<file path="src/rtl/ofg_pkg.sv">
package ofg_pkg;
    localparam int MODE_W = 3;

    typedef enum logic [MODE_W-1:0] {
        OM_ACTIVE   = 3'd0,
        OM_CLR      = 3'd1,
        OM_SET      = 3'd2,
        OM_TGL      = 3'd3,
        OM_ALT      = 3'd4,
        OM_SET_SEC  = 3'd5,
        OM_SET_ROLL = 3'd6,
        OM_GATED    = 3'd7
    } omode_e;

    typedef struct packed {
        logic flag;
        logic use_cmp2;
    } core_t;
endpackage

</file>
<file path="src/rtl/ofg_edge.sv">
module ofg_edge (
    input  logic clk,
    input  logic rst_n,
    input  logic sig_in,
    output logic rise
);
    logic lvl_d, lvl_q;

    always_comb begin
        lvl_d = sig_in;
    end

    always_ff @(posedge clk or negedge rst_n) begin
        if (!rst_n) lvl_q <= 1'b0;
        else        lvl_q <= lvl_d;
    end

    assign rise = sig_in & ~lvl_q;
endmodule

</file>
<file path="src/rtl/ofg_flag_core.sv">
module ofg_flag_core
    import ofg_pkg::*;
(
    input  logic              clk,
    input  logic              rst_n,
    input  logic [MODE_W-1:0] mode,
    input  logic              cmp1_hit,
    input  logic              cmp2_hit,
    input  logic              roll_hit,
    input  logic              sec_rise,
    input  logic              ext_force_en,
    input  logic              ext_cmp,
    input  logic              force_val,
    output logic              flag_q_o,
    output logic              use_cmp2_o
);
    core_t  st_d, st_q;
    omode_e md;
    logic   any_cmp, armed_hit, stored_mode;

    always_comb begin
        md          = omode_e'(mode);
        any_cmp     = cmp1_hit | cmp2_hit;
        armed_hit   = st_q.use_cmp2 ? cmp2_hit : cmp1_hit;
        stored_mode = (md != OM_ACTIVE) && (md != OM_GATED);
        st_d        = st_q;
        if (md != OM_ALT) st_d.use_cmp2 = 1'b0;
        if (stored_mode && ext_force_en) begin
            if (ext_cmp) st_d.flag = force_val;
        end else begin
            unique case (md)
                OM_CLR:      if (any_cmp) st_d.flag = 1'b0;
                OM_SET:      if (any_cmp) st_d.flag = 1'b1;
                OM_TGL:      if (any_cmp) st_d.flag = ~st_q.flag;
                OM_ALT: begin
                    if (armed_hit) begin
                        st_d.flag     = ~st_q.flag;
                        st_d.use_cmp2 = ~st_q.use_cmp2;
                    end
                end
                OM_SET_SEC: begin
                    if (any_cmp)       st_d.flag = 1'b1;
                    else if (sec_rise) st_d.flag = 1'b0;
                end
                OM_SET_ROLL: begin
                    if (any_cmp)       st_d.flag = 1'b1;
                    else if (roll_hit) st_d.flag = 1'b0;
                end
                OM_ACTIVE, OM_GATED: st_d.flag = st_q.flag;
            endcase
        end
    end

    always_ff @(posedge clk or negedge rst_n) begin
        if (!rst_n) st_q <= '0;
        else        st_q <= st_d;
    end

    assign flag_q_o   = st_q.flag;
    assign use_cmp2_o = st_q.use_cmp2;

    // clear mode never raises the flag locally
    p_clr_no_rise_r3: assert property (@(posedge clk) disable iff (!rst_n)
        (mode == 3'd1 && !ext_force_en) |=> !$rose(st_q.flag));
    // set mode never drops the flag locally
    p_set_no_fall_r3: assert property (@(posedge clk) disable iff (!rst_n)
        (mode == 3'd2 && !ext_force_en) |=> !$fell(st_q.flag));
    // armed first compare toggles and arms the second
    p_alt_swap_r5: assert property (@(posedge clk) disable iff (!rst_n)
        (mode == 3'd4 && !ext_force_en && !st_q.use_cmp2 && cmp1_hit)
        |=> (st_q.use_cmp2 && st_q.flag != $past(st_q.flag)));
    // outside mode 4 the first compare is armed
    p_alt_rearm_r5: assert property (@(posedge clk) disable iff (!rst_n)
        (mode != 3'd4) |=> !st_q.use_cmp2);
    // rollover without compare clears
    p_roll_clear_r7: assert property (@(posedge clk) disable iff (!rst_n)
        (mode == 3'd6 && !ext_force_en && roll_hit && !cmp1_hit && !cmp2_hit)
        |=> !st_q.flag);
    // broadcast loads the supplied value
    p_ext_load_r8: assert property (@(posedge clk) disable iff (!rst_n)
        (mode != 3'd0 && mode != 3'd7 && ext_force_en && ext_cmp)
        |=> (st_q.flag == $past(force_val)));
    // without broadcast, forced channel holds its flag
    p_ext_hold_r8: assert property (@(posedge clk) disable iff (!rst_n)
        (mode != 3'd0 && mode != 3'd7 && ext_force_en && !ext_cmp)
        |=> $stable(st_q.flag));
endmodule

</file>
<file path="src/rtl/ofg_out_stage.sv">
module ofg_out_stage
    import ofg_pkg::*;
(
    input  logic [MODE_W-1:0] mode,
    input  logic              flag_q,
    input  logic              cnt_active,
    input  logic              cnt_clk,
    input  logic              dbg_zero,
    input  logic              invert,
    output logic              flag_out
);
    logic pre;

    always_comb begin
        unique case (omode_e'(mode))
            OM_ACTIVE: pre = cnt_active;
            OM_GATED:  pre = cnt_active & cnt_clk;
            default:   pre = flag_q;
        endcase
        if (dbg_zero) pre = 1'b0;
        flag_out = pre ^ invert;
    end
endmodule

</file>
<file path="src/rtl/oflag_gen.sv">
module oflag_gen
    import ofg_pkg::*;
(
    input  logic              clk,
    input  logic              rst_n,
    input  logic [MODE_W-1:0] mode,
    input  logic              cmp1_hit,
    input  logic              cmp2_hit,
    input  logic              roll_hit,
    input  logic              cnt_active,
    input  logic              cnt_clk,
    input  logic              sec_in,
    input  logic              ext_force_en,
    input  logic              ext_cmp,
    input  logic              force_val,
    input  logic              invert,
    input  logic              dbg_zero,
    output logic              flag_out,
    output logic              use_cmp2
);
    logic sec_rise, flag_q;

    ofg_edge u_edge (
        .clk    (clk),
        .rst_n  (rst_n),
        .sig_in (sec_in),
        .rise   (sec_rise)
    );

    ofg_flag_core u_core (
        .clk          (clk),
        .rst_n        (rst_n),
        .mode         (mode),
        .cmp1_hit     (cmp1_hit),
        .cmp2_hit     (cmp2_hit),
        .roll_hit     (roll_hit),
        .sec_rise     (sec_rise),
        .ext_force_en (ext_force_en),
        .ext_cmp      (ext_cmp),
        .force_val    (force_val),
        .flag_q_o     (flag_q),
        .use_cmp2_o   (use_cmp2)
    );

    ofg_out_stage u_out (
        .mode       (mode),
        .flag_q     (flag_q),
        .cnt_active (cnt_active),
        .cnt_clk    (cnt_clk),
        .dbg_zero   (dbg_zero),
        .invert     (invert),
        .flag_out   (flag_out)
    );

    // debug force lands before inversion
    p_dbg_zero_r9: assert property (@(posedge clk) disable iff (!rst_n)
        dbg_zero |-> (flag_out == invert));
    // mode 0 follows counting state
    p_active_follow_r2: assert property (@(posedge clk) disable iff (!rst_n)
        (mode == 3'd0 && !dbg_zero) |-> (flag_out == (cnt_active ^ invert)));
endmodule

</file>
<file path="config.mk">
export PLATFORM = sky130hd
export DESIGN_NAME = oflag_gen
export DESIGN_NICKNAME = d
export VERILOG_FILES = /design/src/rtl/ofg_pkg.sv /design/src/rtl/ofg_edge.sv /design/src/rtl/ofg_flag_core.sv /design/src/rtl/ofg_out_stage.sv /design/src/rtl/oflag_gen.sv
export SDC_FILE = /design/constraint.sdc
export NUM_CORES = 1
export LEC_CHECK = 0
export BUFFER_PORTS_ARGS = -buffer_cell sky130_fd_sc_hd__buf_4
export CAP_MARGIN = 20
export CORE_AREA = 3 3 40 42
export CTS_BUF_LIST = sky130_fd_sc_hd__clkbuf_4
export DETAILED_ROUTE_END_ITERATION = 8
export DIE_AREA = 0 0 43 45
export PLACE_DENSITY = 0.49
export SLEW_MARGIN = 20
export SYNTH_ARGS = -nofsm -noshare
export SYNTH_HDL_FRONTEND = slang
export SYNTH_HIERARCHICAL = 1
export SYNTH_SLANG_ARGS = --single-unit
</file>
<file path="constraint.sdc">
create_clock -name clk -period 1.78 [get_ports clk]
set_input_delay 0.089 -clock clk [delete_from_list [all_inputs] [get_ports clk]]
set_output_delay 0.089 -clock clk [all_outputs]
set_load 0.02 [all_outputs]
</file>
======== Word-level counts from Yosys, hierarchy flattened ========
Index checks and enable logic that the tools add are counted.
word-level totals
  logic and storage cells ................. 50
  bits in registers ....................... 3
  output and inout port bits .............. 2
  input port bits ......................... 16
operators by class
  eq/ne operators ......................... 17
  reduce and logical (&&, ||, !) cells .... 6
  mux-type cells .......................... 17
  bitwise logic cells ..................... 7
operator list
  kind                  count
  $mux W1               14
  $eq A3 B3 Y1 const B  4
  $ne A3 B1 Y1 const B  4
  $ne A4 B2 Y1 const B  2
  $reduce_and A8 Y1     1
  $eq A3 B2 Y1 const B  2
  $ne A3 B3 Y1 const B  2
  $pmux W1 S6           1
  $eq A3 B1 Y1 const B  1
  $logic_not A3 Y1      1
  $not A1 Y1            3
  $reduce_bool A3 Y1    1
  $and A1 B1 Y1         2
  $logic_and A1 B1 Y1   2
  $mux W2               1
  $ne A2 B1 Y1 const B  1
  $ne A2 B2 Y1 const B  1
  $pmux W1 S2           1
  $reduce_or A2 Y1      1
  $or A1 B1 Y1          1
  $xor A1 B1 Y1         1

======== Depth between registers and ports, before layout ========
Gate-level depths: netlist (run 1).
  depth in word-level cells ............... 6
  mapped depth ............................ 6
  mapped depth without buffers ............ 6

======== Hierarchy ========
The synthesis (run 1) kept the hierarchy.
by module, submodules not included
  module         seq. area each (um^2)  times used  cells an instance  area each (um^2)
  ofg_flag_core  50.0                   1           31                 215.2
  ofg_out_stage  0.0                    1           8                  61.3
  ofg_edge       25.0                   1           2                  38.8

======== Worst setup path after synthesis (run 1) ========
No wires, ideal clock.
  path kind ............................... reg2reg
  start point ............................. reg u_core.st_q, in the netlist u_core/use_cmp2_o
  end point ............................... reg u_core.st_q, in the netlist u_core/flag_q_o
  cell stages (with the launch flop) ...... 6
  setup time .............................. 0.125 ns
  required time ........................... 1.655 ns
  arrival time ............................ 1.468 ns
  period minus slack after synthesis ...... 1.592 ns
  path buffers ............................ 0
  path slack .............................. 0.188 ns
  cells stage by stage .................... dfrtp_1 > mux2_1 > and3_2 > o211ai_1 > o21ai_1 > mux2_2
between the ends
  word-level cells in the longest chain between the ends .. 3
ends and longest elaborated chain
  what                         line                 source
  from (decl)                  ofg_flag_core.sv:17  core_t st_d, st_q;
  from (signal assigned)       ofg_flag_core.sv:56  else st_q <= st_d;
  $mux W1                      ofg_flag_core.sv:24  armed_hit = st_q.use_cmp2 ? cmp2_hit : cmp1_hit;
  $ne A3 B1 Y1 (no line)       --
  $reduce_and A8 Y1 (no line)  --
No other way between the ends.
A chain may end at the register's enable or synchronous reset.

======== Final worst setup path (run 1) ========
  start point ............................. reg u_edge.lvl_q
  end point ............................... reg u_core.st_q, in the netlist u_core/flag_q_o
between the ends
  word-level cells in the longest chain between the ends .. 4
ends and longest elaborated chain
  what                         line             source
  from (decl)                  ofg_edge.sv:7    logic lvl_d, lvl_q;
  from (signal assigned)       ofg_edge.sv:15   else lvl_q <= lvl_d;
  $not A1 Y1                   ofg_edge.sv:18   assign rise = sig_in & ~lvl_q;
  $and A1 B1 Y1                ofg_edge.sv:18
  net sec_rise                 oflag_gen.sv:21  logic sec_rise, flag_q;
  $ne A4 B2 Y1 (no line)       --
  $reduce_and A8 Y1 (no line)  --
The timed path passes the listed nets, and every way through them passes these cells.

==> results of run 1 <==
## where the power goes
group	total [mW]	internal [mW]	leakage (nW)	switching [mW]
Clock	0.133	0.0991	0.0184	0.0339
Sequential	0.0822	0.0749	0.0377	0.00736
Combinational	0.0967	0.0547	0.178	0.0420
## metal layers
layer  vias up  global-route usage
met4         0              0.0542
met5         -                   0
li1        197                   -
met3         0              0.0120
met1       170               0.121
met2         7               0.165
## repair_timing
item / CTS / global route
hold buffers: 2 / 0
gates resized for setup: 0 / 0
hold endpoints to repair: 4 / 0
## state kept, by name, indices dropped and copies added (netlist names)
signal and count:
u_core/use_cmp2_o 1, u_core/flag_q_o 1, u_edge/lvl_q 1
## metrics by stage
step,setup slack [ps],cell area (um^2)
after floorplan,188,315
after global placement,230,457
after detailed placement,169,457
after CTS,167,507
after global routing,83.2,507
final,164,507
## worst reg2reg max path: stages, from the launching register on
cell	delay, ps
sky130_fd_sc_hd__dfrtp_1	360
sky130_fd_sc_hd__nor2b_4	40
sky130_fd_sc_hd__nor2_1	80
sky130_fd_sc_hd__a21oi_1	70
sky130_fd_sc_hd__or4b_1	470
sky130_fd_sc_hd__o2111ai_1	110
sky130_fd_sc_hd__mux2_2	370
## cells in the mapped netlist (2+ instances only)
| cell | instances | area (um^2) |
|---|---|---|
| sky130_fd_sc_hd__o21ai_1 | 2 | 10.0 |
| sky130_fd_sc_hd__inv_1 | 2 | 7.51 |
| sky130_fd_sc_hd__a21oi_1 | 4 | 20.0 |
| sky130_fd_sc_hd__o21ai_0 | 2 | 10.0 |
| sky130_fd_sc_hd__nand3_1 | 3 | 15.0 |
| sky130_fd_sc_hd__or4b_1 | 2 | 20.0 |
| sky130_fd_sc_hd__dfrtp_1 | 3 | 75.1 |
| sky130_fd_sc_hd__o211ai_1 | 3 | 22.5 |
| sky130_fd_sc_hd__nor2_1 | 4 | 15.0 |
| sky130_fd_sc_hd__nand2_1 | 4 | 15.0 |
## cell type report
type                    count  area [um^2]
flip-flops and latches      3         75.1
repair buffers             19          148
well taps                  15         18.8
clock buffers               4         30.0
multi-input cells          35          228
fillers                   148          778
inverters                   2         7.51
## cells by family (layout without fill, tap and decap cells)
| family | Yosys count | count (layout) | synth area share |
|---|---|---|---|
| AND/OR/NAND/NOR | 19 | 19 | 0.377 |
| buffers and inverters | 3 | 25 | 0.0397 |
| multiplexers | 2 | 2 | 0.0714 |
| AO/OA/AOI/OAI | 13 | 13 | 0.246 |
| XOR/XNOR | 1 | 1 | 0.0278 |
| flip-flops | 3 | 3 | 0.238 |
## final timing paths
kind	to	slack (ps)	cells past startpoint
max	u_core/flag_q_o	160	6
min reg2reg	u_core/use_cmp2_o	560	2
min	u_core/use_cmp2_o	140	4
min in group asynchronous	u_core/flag_q_o	180	2
max in group asynchronous	u_core/use_cmp2_o	1500	2
max reg2reg	u_core/flag_q_o	160	6
==> flow_summary.rst, run 1 <==
.. list-table::
   :header-rows: 1

   * - Metric
     - Value
   * - Total GRT Usage
     - 0.0976
   * - Yosys warning count
     - 6
   * - Power density cells
     - 616 nW/um^2
   * - Share of the clock period used by the worst path
     - 0.908
   * - Antenna Violating Nets Remaining
     - 0
   * - Setup repair bufs after CTS
     - 0
   * - First-pass GRT wire length
     - 1460 um
   * - Highest clock frequency the design can meet
     - 619 MHz
   * - Floorplan row count
     - 13
   * - Count of flip-flops with a built-in enable after synthesis
     - 0
   * - Worst Path Max Fanout
     - 1
   * - Wire length reported by the detailed router
     - around 810 um
   * - Area added between synthesis and finish
     - 60.7%
   * - Arrival time of data at the critical path endpoint
     - 1730 ps
   * - Inst Count DP
     - 72
   * - Count of state elements after synthesis
     - 3
   * - Clock Skews
     - 0.772 ps
   * - Largest net degree at the start of global routing
     - 14
   * - Post-DR vias/cell
     - around 4.8
   * - Post-layout minimum cycle time
     - 1620 ps
   * - Mapped Nets
     - between 50 and 60
   * - Number of input and output port buffers inserted
     - 17
   * - Final count of hold timing violations
     - 0
   * - Share of cells above drive strength 1
     - 0.413
   * - Core footprint
     - 1280 um^2
   * - Met3 Wirelength
     - 27 um
   * - Top-level I/O count
     - 18
   * - Max Cap Viol
     - 0
   * - Utilization of the core after routing
     - 0.394
   * - Later-pin clock latency in the skew report
     - ~230 ps
   * - Final layout net count
     - 80
   * - Die area
     - 1940 um^2
   * - Required @ worst endpoint
     - between 1500 and 2000 ps
   * - Effective utilization at floorplan
     - 0.245
   * - Longest Clk Path Bufs
     - 2
   * - RSZ-0062 raised after global routing
     - no
   * - Post-synth ARST share
     - 1.00
   * - RR Startpoint
     - u_edge/lvl_q
   * - Number of iterations in the first detailed-routing pass
     - 4
   * - Gr ovfl total
     - 0
   * - TritonCTS clock tree
     - done
   * - Crit path buffers/inverters
     - 0
   * - CP delay by family, top
     - simple AND/OR/NAND/NOR gates
   * - Post-synthesis instance total
     - 41
   * - Detailed Place HPWL
     - 654 um
   * - Metal1 wirelength
     - 366 um
   * - Sum of internal, switching and leakage power
     - 0.312 mW
   * - Unique masters post-synth
     - 22
   * - Clock tree sinks
     - 3
   * - Syn avg cell area
     - 7.69 um^2
   * - Final routed DRC violation total
     - 0
   * - Register clock-pin slew on the reported worst setup and hold paths
     - 40 ps
   * - Final-report max-slew violation count
     - 0
   * - Sequence of cells on the critical path
     - nor2b_4 > nor2_1 > a21oi_1 > or4b_1 > o2111ai_1 > mux2_2
   * - Slowest-stage cell, CP
     - sky130_fd_sc_hd__or4b_1
   * - TritonCTS Buffers
     - 3
   * - Height of the chip
     - between 40 and 50 um
   * - Cell at the root of the clock tree
     - sky130_fd_sc_hd__clkbuf_4
   * - Syn Std Cell Area
     - approximately 320 um^2
   * - Setup-failing EPs final
     - 0
   * - Number of global-route vias before repair
     - around 350
   * - Wire length per cell
     - slightly above 10 um
   * - Drt first-iter violations
     - 5
   * - Most common library cell in the layout ignoring fill and taps
     - sky130_fd_sc_hd__buf_4
   * - Timing startpoint of the critical path
     - u_edge/lvl_q
   * - Top library cells by usage in the layout, fill and taps aside
     - 17 x sky130_fd_sc_hd__buf_4, 4 x sky130_fd_sc_hd__clkbuf_4, 4 x sky130_fd_sc_hd__nand2_1, 4 x sky130_fd_sc_hd__nor2_1, 4 x sky130_fd_sc_hd__a21oi_1
   * - Sum Neg Setup Slack
     - 0 ps
   * - Worst slew pin tran
     - 204 ps
   * - Relative slew margins
     - 0.864
   * - Delay of the slowest cell on the worst path
     - 470 ps
   * - Startpoint of the lowest-slack hold path
     - cmp2_hit
   * - Post-layout instance count excluding filler cells
     - 78
   * - Sort of element at the start of the critical path
     - register
   * - Antenna cell count
     - 0
   * - Gp weighted congestion
     - 0.794
   * - Worst Hold Class
     - input port to register
   * - Status
     - finished, final reports clean
   * - Vias
     - about 370
   * - Pleak
     - 0.234 nW
   * - Antenna violations before repair
     - 0
   * - Met2 routed wirelength
     - roughly 410 um
   * - X dimension of the die
     - roughly 43 um
   * - Max rail drop VDD
     - between 0.2 and 0.25 mV
   * - Final Hold Slack
     - about 140 ps
   * - Critical path endpoint category
     - register
   * - Post-synth top flop
     - sky130_fd_sc_hd__dfrtp_1
   * - Uppermost signal routing layer after detailed routing
     - met3
   * - Share of synthesized area occupied by flip-flops and latches
     - 0.238
   * - Htree depth
     - 1
   * - Critical Setup Path Class
     - register to register
Power figures use the tool's default switching activity.
==> inputs of run 2 (changes only) <==
==> constraint.sdc (replaced) <==
create_clock -name clk -period 1.78 [get_ports clk]
set_input_delay 0.178 -clock clk [delete_from_list [all_inputs] [get_ports clk]]
set_output_delay 0.178 -clock clk [all_outputs]
set_load 0.02 [all_outputs]
==> run 2 against run 1 <==
Clock-buffer cell count unchanged. Fmax grew 2.0%. Global-route usage fell by 1.2 points. Total power decreased by 1.1%. Via count is 4.5% lower. Largest cell class unchanged. Largest power group unchanged.
==> flow_summary.rst, run 2 (same netlist as run 1, synthesis figures left out) <==
.. list-table::
   :header-rows: 1

   * - Metric
     - Value
   * - Number of input and output port buffers inserted
     - 17
   * - Post-layout instance count excluding filler cells
     - 77
   * - TritonCTS clock tree
     - done
   * - Antenna Violating Nets Remaining
     - 0
   * - Arrival time of data at the critical path endpoint
     - between 1000 and 1500 ps
   * - Share of cells above drive strength 1
     - 0.419
   * - Gr ovfl total
     - 0
   * - Largest net degree at the start of global routing
     - 14
   * - Max rail drop VDD
     - approximately 0.31 mV
   * - Drt first-iter violations
     - 0
   * - First-pass GRT wire length
     - 1260 um
   * - Worst slew pin tran
     - about 180 ps
   * - Top library cells by usage in the layout, fill and taps aside
     - 17 x sky130_fd_sc_hd__buf_4, 4 x sky130_fd_sc_hd__clkbuf_4, 4 x sky130_fd_sc_hd__nand2_1, 4 x sky130_fd_sc_hd__nor2_1, 4 x sky130_fd_sc_hd__a21oi_1
   * - Worst Path Max Fanout
     - 5
   * - Part of the total power dissipated in the clock network
     - 0.427
   * - Place WS
     - roughly 210 ps
   * - Setup-failing EPs final
     - 0
   * - Effective utilization at floorplan
     - 0.245
   * - Wire length per cell
     - 10.2 um
   * - Top-level I/O count
     - 18
   * - Placed inst area
     - 457 um^2
   * - Total GRT Usage
     - 0.0851
   * - Final layout net count
     - 79
   * - Post-route cell area
     - 497 um^2
   * - Critical Setup Path Class
     - register to primary output
   * - Die area
     - 1940 um^2
   * - Area added between synthesis and finish
     - 57.5%
   * - Vias
     - 357
   * - RSZ-0062 raised after global routing
     - no
   * - Highest clock frequency the design can meet
     - 631 MHz
   * - Share of power burned in registers
     - 0.266
   * - Final count of hold timing violations
     - 0
   * - Post-layout minimum cycle time
     - 1590 ps
   * - Detailed Place HPWL
     - about 610 um
   * - Antenna cell count
     - 0
   * - Inst Count DP
     - 72
   * - Register clock-pin slew on the reported worst setup and hold paths
     - 40 ps
   * - Longest Clk Path Bufs
     - 2
   * - Switching Share
     - 0.264
   * - Status
     - finished, final reports clean
   * - Final worst slack
     - just under 200 ps
   * - Worst Hold Class
     - input port to register
   * - Antenna violations before repair
     - 0
   * - Number of iterations in the first detailed-routing pass
     - 1
   * - Htree depth
     - 1
   * - Core footprint
     - 1280 um^2
   * - Relative slew margins
     - 0.878
   * - Most common library cell in the layout ignoring fill and taps
     - sky130_fd_sc_hd__buf_4
   * - Critical path endpoint category
     - primary output
   * - Share of the clock period used by the worst path
     - 0.890
   * - Clock tree sinks
     - 3
   * - Floorplan row count
     - 13
   * - Pleak
     - 0.230 nW
   * - Sort of element at the start of the critical path
     - register
   * - Final routed DRC violation total
     - 0
   * - Net switching power of the design
     - 0.0815 mW
   * - Clock Skews
     - between 2 and 3 ps
   * - Gp weighted congestion
     - 0.743
   * - Portion of total power attributed to combinational logic
     - 0.306
   * - Final-report max-slew violation count
     - 0
   * - Cell at the root of the clock tree
     - sky130_fd_sc_hd__clkbuf_4
   * - Pint
     - between 0.2 and 0.25 mW
   * - Later-pin clock latency in the skew report
     - about 230 ps
   * - Final Hold Slack
     - roughly 67 ps
   * - X dimension of the die
     - 43 um
   * - Max Cap Viol
     - 0
   * - Post-DR vias/cell
     - 4.64
   * - Required @ worst endpoint
     - 1600 ps
   * - Height of the chip
     - ~45 um
   * - Sum Neg Setup Slack
     - 0 ps
   * - Number of global-route vias before repair
     - 332
   * - Power density cells
     - 621 nW/um^2
   * - TritonCTS Buffers
     - 3
   * - Wire length reported by the detailed router
     - 783 um
## run 2: path summary, 6_finish.rpt
check / cells past startpoint / slack (ps) / startpoint / end
max: 5 / 190 / u_core/flag_q_o / flag_out
min: 1 / 70 / sec_in / u_edge/lvl_q
max reg2reg: 6 / 210 / u_edge/lvl_q / u_core/flag_q_o
min reg2reg: 2 / 560 / u_core/use_cmp2_o / u_core/use_cmp2_o
max in group asynchronous: 2 / 1410 / rst_n / u_core/use_cmp2_o
min in group asynchronous: 2 / 270 / rst_n / u_core/flag_q_o
## run 2: power by group through the flow
stage | sequential (mW) | combinational (mW) | clock (mW)
after CTS | 0.0822 | 0.0950 | 0.137
after global routing | 0.0828 | 0.105 | 0.145
after floorplan | 0.0816 | 0.0468 | 0
after global placement | 0.0832 | 0.0938 | 0
after detailed placement | 0.0830 | 0.0931 | 0
final | 0.0822 | 0.0945 | 0.132
## run 2: worst max-delay path, stage by stage, from the launching register on
cell and delay [ps]:
sky130_fd_sc_hd__dfrtp_1 410, sky130_fd_sc_hd__and2b_2 200, sky130_fd_sc_hd__o21ai_0 140, sky130_fd_sc_hd__a31oi_1 110
sky130_fd_sc_hd__xor2_1 150, sky130_fd_sc_hd__buf_4 160
## run 2: metal layers
metal | part of all wire | vias to the layer above | global-route usage
li1 | - | 194 | -
met1 | 0.46 | 158 | 0.0947
met2 | 0.51 | 5 | 0.153
met3 | 0.023 | 0 | 0.0120
met4 | 0 | 0 | 0.0542
met5 | 0 | - | 0
## run 2: cell type report
cell class,instances,area (um^2)
repair buffers,18,138
clock buffers,4,30.0
well taps,15,18.8
fillers,145,788
inverters,2,7.51
multi-input cells,35,228
flip-flops and latches,3,75.1
## run 2: what timing repair did
item / in CTS / in global routing
hold buffers: 1 / 0
setup buffers: 0 / 0
resized for setup: 0 / 0
endpoints found under the hold margin: 3 / 0
## run 2: through the flow
| step | util | total power [mW] |
|---|---|---|
| detailed placement | 0.355 | 0.176 |
| floorplan | - | 0.128 |
| global placement | 0.355 | 0.177 |
| finish | 0.387 | 0.309 |
| CTS | 0.387 | 0.314 |
| global route | 0.387 | 0.333 |
==> inputs of run 3 (changes only) <==
--- a/config.mk
+++ b/config.mk
@@ -8,7 +8,7 @@
 export BUFFER_PORTS_ARGS = -buffer_cell sky130_fd_sc_hd__buf_4
 export CAP_MARGIN = 20
 export CORE_AREA = 3 3 40 42
-export CTS_BUF_LIST = sky130_fd_sc_hd__clkbuf_4
+export CTS_BUF_LIST = sky130_fd_sc_hd__clkbuf_2
 export DETAILED_ROUTE_END_ITERATION = 8
 export DIE_AREA = 0 0 43 45
 export PLACE_DENSITY = 0.49
==> run 3 against run 2 <==
Die area stayed put. Largest cell class unchanged. Non-clock buffer count stayed put. Combinational power hardly changed. Final cell count stayed put. Setup slack better by 13 ps. Fmax is 0.85% higher. Clock power is 30% lower. Register-to-register slack hardly changed. Highest routed layer unchanged. Wire length stayed put. Sequential cell count stayed put.
==> flow_summary.rst, run 3 (same netlist as run 1, synthesis figures left out) <==
.. list-table::
   :header-rows: 1

   * - Metric
     - Value
   * - Max rail drop VDD
     - 0.264 mV
   * - Worst slew pin tran
     - about 180 ps
   * - Detailed Place HPWL
     - 608 um
   * - Worst-case reg-to-reg path depth
     - 6
   * - Hold Path Stages
     - 1
   * - Delay of the slowest cell on the worst path
     - 460 ps
   * - CP delay by family, top
     - simple AND/OR/NAND/NOR gates
   * - Setup repair bufs after CTS
     - 0
   * - RR Startpoint
     - u_edge/lvl_q
   * - Required @ worst endpoint
     - approximately 1900 ps
   * - Grt met2 use
     - 0.153
   * - Pleak
     - 0.228 nW
   * - Switching Share
     - 0.305
   * - Filler cell count
     - 147
   * - Slowest-stage cell, CP
     - sky130_fd_sc_hd__or4b_1
   * - Status
     - finished, final reports clean
   * - Startpoint of the lowest-slack hold path
     - sec_in
   * - Later-pin clock latency in the skew report
     - 200 ps
   * - Antenna violations before repair
     - 0
   * - Height of the chip
     - 45 um
   * - Storage element area
     - 75.1 um^2
   * - First-pass GRT wire length
     - 1250 um
   * - Antenna Violating Nets Remaining
     - 0
   * - Portion of total power attributed to combinational logic
     - 0.351
   * - Power density cells
     - ~550 nW/um^2
   * - Gr ovfl total
     - 0
   * - Number of global-route vias before repair
     - 326
   * - Relative slew margins
     - 0.878
   * - Critical Setup Path Class
     - register to register
   * - Worst Hold Class
     - input port to register
   * - Number of hold buffers added after cts
     - 1
   * - Clock Skews
     - 2.74 ps
   * - Drt first-iter violations
     - 1
   * - Most common library cell in the layout ignoring fill and taps
     - sky130_fd_sc_hd__buf_4
   * - Effective utilization at floorplan
     - 0.245
   * - Gp weighted congestion
     - roughly 0.74
   * - Top-level I/O count
     - 18
   * - Place WS
     - between 200 and 250 ps
   * - Sort of element at the start of the critical path
     - register
   * - X dimension of the die
     - 43 um
   * - Pint
     - 0.187 mW
   * - Share of power burned in registers
     - 0.305
   * - Multi-input logic area
     - ~230 um^2
   * - Final-report max-slew violation count
     - 0
   * - Grt met3 use
     - 0
   * - Max Cap Viol
     - 0
   * - Share of the clock period used by the worst path
     - 0.883
   * - Share of cells above drive strength 1
     - 0.419
   * - Part of the total power dissipated in the clock network
     - 0.345
   * - Htree depth
     - 1
   * - End of the worst hold path
     - u_edge/lvl_q
   * - Final count of hold timing violations
     - 0
   * - Floorplan row count
     - 13
   * - Number of cells upsized or downsized after cts
     - 0
   * - Wire length per cell
     - around 10 um
   * - Crit path buffers/inverters
     - 0
   * - Longest Clk Path Bufs
     - 2
   * - Largest net degree at the start of global routing
     - 14
   * - Final worst slack
     - 208 ps
   * - GRT met1 Usage
     - 0.0947
   * - Area added between synthesis and finish
     - 54.4%
   * - Number of iterations in the first detailed-routing pass
     - 2
   * - Top library cells by usage in the layout, fill and taps aside
     - 17 x sky130_fd_sc_hd__buf_4, 4 x sky130_fd_sc_hd__clkbuf_2, 4 x sky130_fd_sc_hd__nand2_1, 4 x sky130_fd_sc_hd__nor2_1, 4 x sky130_fd_sc_hd__a21oi_1
   * - Highest clock frequency the design can meet
     - 636 MHz
   * - Post-layout minimum cycle time
     - 1570 ps
   * - Final layout net count
     - 79
   * - Total GRT Usage
     - 0.0826
   * - Vias
     - 357
   * - WP depth
     - 6
   * - Number of input and output port buffers inserted
     - 17
   * - Layer with the highest usage
     - met2
   * - Post-DR vias/cell
     - between 4 and 5
   * - Sum Neg Setup Slack
     - 0 ps
   * - TritonCTS Buffers
     - 3
   * - Worst Path Max Fanout
     - 1
   * - Reg2Reg Capture Point
     - u_core/flag_q_o
   * - Slack of the worst reg-to-reg path
     - around 210 ps
   * - Core footprint
     - 1280 um^2
   * - Clock tree sinks
     - 3
   * - Cell at the root of the clock tree
     - sky130_fd_sc_hd__clkbuf_2
   * - Antenna cell count
     - 0
   * - Final routed DRC violation total
     - 0
   * - Die area
     - 1940 um^2
   * - Critical path endpoint category
     - register
   * - Arrival time of data at the critical path endpoint
     - approximately 1700 ps
   * - Sequence of cells on the critical path
     - nor2b_4 > nor2_1 > a21oi_1 > or4b_1 > o2111ai_1 > mux2_2
   * - Register clock-pin slew on the reported worst setup and hold paths
     - around 40 ps
   * - TritonCTS clock tree
     - done
   * - Wire length reported by the detailed router
     - 783 um
   * - Setup-failing EPs final
     - 0
   * - RSZ-0062 raised after global routing
     - no
   * - Net switching power of the design
     - 0.0822 mW
-- run 3: cell count changes in the layout (fill, tap and decap cells not counted) --
cell                       delta
sky130_fd_sc_hd__clkbuf_2     +4
sky130_fd_sc_hd__clkbuf_4     -4
-- run 3: worst max path at each step --
stage	startpoint	end	slack, ps
5_1_grt	u_core/use_cmp2_o	u_core/flag_q_o	150
3_3_place_gp	sec_in	u_core/flag_q_o	210
6_report	u_edge/lvl_q	u_core/flag_q_o	210
4_1_cts	u_edge/lvl_q	u_core/flag_q_o	200
3_5_place_dp	sec_in	u_core/flag_q_o	210
2_1_floorplan	u_core/use_cmp2_o	u_core/flag_q_o	190
-- run 3: power groups by stage --
stage	sequential, mW	clock [mW]	combinational [mW]
global route	0.0826	0.103	0.105
floorplan	0.0816	0	0.0468
global placement	0.0832	0	0.0938
finish	0.0821	0.0928	0.0945
CTS	0.0821	0.0992	0.0950
detailed placement	0.0830	0	0.0931
-- run 3: cell type report --
cell class,count,area share
multi-input cells,35,0.468
repair buffers,18,0.283
clock buffers,4,0.0411
well taps,15,0.0386
inverters,2,0.0154
flip-flops and latches,3,0.154
-- run 3: metrics by stage --
stage | instances | util | power, mW | cell area, um^2 | hold WS (ps)
after floorplan | 41 | - | 0.128 | 315 | -118
final | 77 | 0.379 | 0.269 | 487 | 98.7
after global placement | 72 | 0.355 | 0.177 | 457 | -28.5
after CTS | 77 | 0.379 | 0.276 | 487 | 82.6
after detailed placement | 72 | 0.355 | 0.176 | 457 | -30.8
after global routing | 77 | 0.379 | 0.291 | 487 | 82.0
-- run 3: metal layers --
metal,vias up,wire [um]
met3,0,17
met2,5,403
li1,194,-
met1,158,361
met4,0,0
met5,-,0
